**src/rtl/pphs_pkg.sv**
```systemverilog
package pphs_pkg;
  typedef enum logic [1:0] {
    TX_IDLE    = 2'd0,
    TX_SETUP   = 2'd1,
    TX_DRIVE   = 2'd2,
    TX_RELEASE = 2'd3
  } tx_state_e;

  typedef enum logic {
    RX_OPEN = 1'b0,
    RX_HELD = 1'b1
  } rx_state_e;
endpackage

```
**src/rtl/pphs_sync.sv**
```systemverilog
module pphs_sync #(
  parameter int   STAGES  = 2,
  parameter logic RST_VAL = 1'b1
) (
  input  logic clk,
  input  logic rst_n,
  input  logic d,
  output logic q
);
  logic [STAGES-1:0] chain;

  generate
    if (STAGES == 1) begin : g_single
      always_ff @(posedge clk or negedge rst_n) begin
        if (!rst_n) chain <= RST_VAL;
        else        chain <= d;
      end
    end else begin : g_multi
      always_ff @(posedge clk or negedge rst_n) begin
        if (!rst_n) chain <= {STAGES{RST_VAL}};
        else        chain <= {chain[STAGES-2:0], d};
      end
    end
  endgenerate

  assign q = chain[STAGES-1];
endmodule

```
**src/rtl/pphs_rx.sv**
```systemverilog
module pphs_rx
  import pphs_pkg::*;
#(
  parameter int DW = 8
) (
  input  logic          clk,
  input  logic          rst_n,
  input  logic          enable,
  input  logic          dav_s,
  input  logic [DW-1:0] pad_data,
  input  logic          rd_ready,
  output logic          rd_valid,
  output logic [DW-1:0] rd_data,
  output logic          rdy
);
  rx_state_e state;
  logic      dav_q;
  logic      dav_fall;

  assign dav_fall = dav_q & ~dav_s;

  always_ff @(posedge clk or negedge rst_n) begin
    if (!rst_n) begin
      state    <= RX_OPEN;
      dav_q    <= 1'b1;
      rd_valid <= 1'b0;
      rd_data  <= '0;
    end else begin
      dav_q <= dav_s;
      if (!enable) begin
        state    <= RX_OPEN;
        rd_valid <= 1'b0;
      end else begin
        case (state)
          RX_OPEN: begin
            if (dav_fall) begin
              rd_data  <= pad_data;
              rd_valid <= 1'b1;
              state    <= RX_HELD;
            end
          end
          RX_HELD: begin
            if (rd_valid && rd_ready) rd_valid <= 1'b0;
            if (dav_s && (!rd_valid || rd_ready)) state <= RX_OPEN;
          end
          default: state <= RX_OPEN;
        endcase
      end
    end
  end

  assign rdy = (state == RX_OPEN);
endmodule

```
**src/rtl/pphs_tx.sv**
```systemverilog
module pphs_tx
  import pphs_pkg::*;
#(
  parameter int DW = 8
) (
  input  logic          clk,
  input  logic          rst_n,
  input  logic          enable,
  input  logic          rdy_s,
  input  logic          wr_valid,
  input  logic [DW-1:0] wr_data,
  output logic          wr_ready,
  output logic          busy,
  output logic          dav_n,
  output logic [DW-1:0] data_out
);
  tx_state_e state;

  always_ff @(posedge clk or negedge rst_n) begin
    if (!rst_n) begin
      state    <= TX_IDLE;
      data_out <= '0;
    end else if (!enable) begin
      state <= TX_IDLE;
    end else begin
      case (state)
        TX_IDLE: begin
          if (wr_valid) begin
            data_out <= wr_data;
            state    <= TX_SETUP;
          end
        end
        TX_SETUP:   if (rdy_s)  state <= TX_DRIVE;
        TX_DRIVE:   if (!rdy_s) state <= TX_RELEASE;
        TX_RELEASE: if (rdy_s)  state <= TX_IDLE;
        default:    state <= TX_IDLE;
      endcase
    end
  end

  assign wr_ready = enable && (state == TX_IDLE);
  assign busy     = (state != TX_IDLE);
  assign dav_n    = (state != TX_DRIVE);
endmodule

```
**src/rtl/pport_handshake.sv**
```systemverilog
module pport_handshake #(
  parameter int DW          = 8,
  parameter int SYNC_STAGES = 2
) (
  input  logic          clk,
  input  logic          rst_n,
  input  logic          mode_out,
  input  logic [DW-1:0] pad_data_in,
  output logic [DW-1:0] pad_data_out,
  output logic          pad_data_oe,
  input  logic          dav_in_n,
  output logic          dav_out_n,
  output logic          dav_oe,
  input  logic          rdy_in,
  output logic          rdy_out,
  output logic          rdy_oe,
  input  logic          wr_valid,
  output logic          wr_ready,
  input  logic [DW-1:0] wr_data,
  output logic          busy,
  output logic          rd_valid,
  input  logic          rd_ready,
  output logic [DW-1:0] rd_data
);
  localparam int NLINES = 2;

  logic [NLINES-1:0] line_raw;
  logic [NLINES-1:0] line_s;
  logic              rx_rdy;
  logic              tx_dav_n;

  assign line_raw = {rdy_in, dav_in_n};

  generate
    for (genvar i = 0; i < NLINES; i++) begin : g_sync
      pphs_sync #(.STAGES(SYNC_STAGES), .RST_VAL(1'b1)) u_sync (
        .clk   (clk),
        .rst_n (rst_n),
        .d     (line_raw[i]),
        .q     (line_s[i])
      );
    end
  endgenerate

  pphs_rx #(.DW(DW)) u_rx (
    .clk      (clk),
    .rst_n    (rst_n),
    .enable   (!mode_out),
    .dav_s    (line_s[0]),
    .pad_data (pad_data_in),
    .rd_ready (rd_ready),
    .rd_valid (rd_valid),
    .rd_data  (rd_data),
    .rdy      (rx_rdy)
  );

  pphs_tx #(.DW(DW)) u_tx (
    .clk      (clk),
    .rst_n    (rst_n),
    .enable   (mode_out),
    .rdy_s    (line_s[1]),
    .wr_valid (wr_valid),
    .wr_data  (wr_data),
    .wr_ready (wr_ready),
    .busy     (busy),
    .dav_n    (tx_dav_n),
    .data_out (pad_data_out)
  );

  assign dav_out_n   = tx_dav_n | ~mode_out;
  assign rdy_out     = rx_rdy | mode_out;
  assign pad_data_oe = mode_out;
  assign dav_oe      = mode_out;
  assign rdy_oe      = ~mode_out;
endmodule

```
**config.mk**
```make
export PLATFORM = sky130hd
export DESIGN_NAME = pport_handshake
export DESIGN_NICKNAME = d
export VERILOG_FILES = /design/src/rtl/pphs_pkg.sv /design/src/rtl/pphs_sync.sv /design/src/rtl/pphs_rx.sv /design/src/rtl/pphs_tx.sv /design/src/rtl/pport_handshake.sv
export SDC_FILE = /design/constraint.sdc
export NUM_CORES = 1
export LEC_CHECK = 0
export BUFFER_PORTS_ARGS = -buffer_cell sky130_fd_sc_hd__buf_4
export CAP_MARGIN = 20
export CORE_AREA = 2 2 52 54
export CTS_CLUSTER_DIAMETER = 60
export DETAILED_ROUTE_END_ITERATION = 7
export DIE_AREA = 0 0 54 56
export PLACE_DENSITY = 0.73
export SYNTH_ARGS = -nofsm -noshare
export SYNTH_HDL_FRONTEND = slang
export SYNTH_SLANG_ARGS = --single-unit
```
**constraint.sdc**
```tcl
create_clock -name clk -period 4.7 [get_ports clk]
set_clock_uncertainty 0.1 [all_clocks]
set_input_delay 0.94 -clock clk [delete_from_list [all_inputs] [get_ports clk]]
set_output_delay 0.94 -clock clk [all_outputs]
set_load 0.01 [all_outputs]
```
==> out/qor.yml <==
ys_ff_latch: 25
grt_pass1_wl_mm: 2.95
grt_max_degree: 26
synth_warnings: 0
io-pin-count: 47
synth_fp_nets: 99
drive_gt1_frac: 0.622
power.switching_w: 0.000204
synth_cell_types: 20
start_util: 0.427
clock_sinks: 25
synthFlopType: "dfrtp_1"
syn_to_final_growth_pct: 36.9
cpMostUsedCell: "buf_4"
numCtsBuffers: 3
vias: 712
grt_pass1_vias: 692
whs_endpoint: "g_sync[0].u_sync.chain[1]$_DFF_PN1_"
cts.htree.levels: 1
critPathSlowestCell: "and2_2"
r2r_cells: 5
worst_pin_slew_ns: 0.591
core_um2: 2430
clk_pin_slew_ns: 0.12
setup_tns_ns: 0
cap_violations: 0
clock_latency_ns: 0.30
cts_hold_buf: 0
syn_inst: 72
power_density_nw_per_um2: 474
synth_area_per_cell_um2: 14.4
grt-ovfl-total: 0
layout.nets: 147
rows: 18
ir_worst_vdd_mv: 0.374
clockBufferDepth: 2
slew_headroom: 0.604
yosysSeqAreaShare: 0.608
cts-root-buf: "clkbuf_4"
cp.arrival_ns: 1.42
portBuffers: 46
cts_setup_buffers: 0
die_w_um: 54
die_area_um2: 3020
wl_mm: 1.81
mostFrequentLayoutCells: "buf_4, dfrtp_1, mux2_2"
r2r_setup_slack_ns: 2.88
maxSlewViolCount: 0
critPathRequiredTime_ns: 3.66
critPathLaunch: "mode_out"
intPower_w: 0.000470
avgRoutedWirePerCell_um: 12.2
crit_chain: "buf_4, and2_2, buf_4"
antenna_cells: 0
min_path_type: "flip-flop to flip-flop"
synth_area_um2: 1040
drt_iter0_drc: 6
r2r-end: "u_tx.data_out[3]$_DFFE_PN0P_"
drc_errors: 0
synth_edf_count: 0
post-route-period-util: 0.523
place_congestion: 0.661
rsz0062_at_grt: "no"
grt_antenna_before_repair: 0
reg2reg_from: "u_tx.state[0]$_DFFE_PN0P_"
die_h_um: 56
dp_hpwl_mm: 1.44
p_clk_frac: 0.133
power.leakage_nw: 0.694
p_sw_frac: 0.303
placed_area_um2: 1400
cts_resized: 0
ant_nets: 0
hold_start: "g_sync[0].u_sync.chain[0]$_DFF_PN1_"
setup_viol: 0
grt_usage: 0.134
p_comb_frac: 0.406
finalHoldViolCount: 0
path_class: "primary input to output port"
startpoint_type: "primary input"
async_flop_share: 1.00
final_common_cell: "buf_4"
power.share.sequential: 0.461
min_period_ns: 2.46
fmax_ghz: 0.407
end_kind: "output port"
outcome: "complete, no violations"
avgViaCountPerCell: 4.78
cp_slowest_stage_delay_ns: 0.18
first_pass_iters: 4
cts_tree: "done"
holdPathStages: 0
cp_max_fo: 11
stdcell_area_um2: 1420
## area by class of cell
| type | instances | area, um^2 |
|---|---|---|
| sequential | 25 | 632 |
| timing repair buffer | 46 | 345 |
| multi-input combinational | 38 | 358 |
| clock buffer | 4 | 26.3 |
| inverter | 6 | 22.5 |
| fill | 198 | 1010 |
| tap | 30 | 37.5 |
## metal layers
metal | track usage | part of all wire
met5 | 0 | 0
met3 | 0.0215 | 0.048
met2 | 0.218 | 0.52
met1 | 0.160 | 0.40
met4 | 0.0857 | 0.029
## power by group through the flow
stage	logic (W)	clock network [W]	registers (W)
6_report	0.000273	0.0000898	0.000310
4_1_cts	0.000278	0.0000982	0.000311
5_1_grt	0.000296	0.000105	0.000319
3_3_place_gp	0.000270	0	0.000313
2_1_floorplan	0.000118	0	0.000337
3_5_place_dp	0.000278	0	0.000316
## cell families after synthesis
logic type                 synth area share
AOI/OAI and AO/OA                    0.0518
buffers and inverters                0.0470
muxes                                 0.183
DFF                                   0.608
and+or+nand+nor                      0.0614
adders and majority gates            0.0482
## through the flow
step           power [W]  worst slack [ns]  hold slack (ns)  cells   util
2_1_floorplan   0.000455              2.40            0.245     72      -
3_3_place_gp    0.000583              2.25            0.246    145  0.574
3_5_place_dp    0.000593              2.25            0.248    145  0.574
4_1_cts         0.000687              2.24            0.267    149  0.584
5_1_grt         0.000720              2.20            0.274    149  0.584
6_report        0.000674              2.24            0.265    149  0.584
## state kept, by name (all words and copies together) (netlist names)
name,flops
g_sync.u_sync.chain,4
u_rx.dav_q,1
u_rx.rd_valid,1
u_tx.state,2
u_tx.data_out,8
u_rx.rd_data,8
u_rx.state,1
## critical path: cells and delay by family
family	cells	cell delay (ns)
buffers and inverters	2	0.29
and+or+nand+nor	1	0.18
## how the worst max path moves through the flow
stage,to,slack [ns],depth (start not counted)
after floorplan,rdy_out,2.40,3
after global placement,wr_ready,2.25,3
after detailed placement,wr_ready,2.25,3
after CTS,wr_ready,2.24,3
after global routing,wr_ready,2.20,4
final,wr_ready,2.24,3
## cells in the mapped netlist, types with 2 or more instances
master,number,area share
nand2_1,6,0.022
dfrtp_1,20,0.48
dfstp_2,5,0.13
buf_4,2,0.014
mux2_2,16,0.17
inv_1,6,0.022
ha_1,4,0.048
Note: power is estimated with default switching activity, not from simulation.
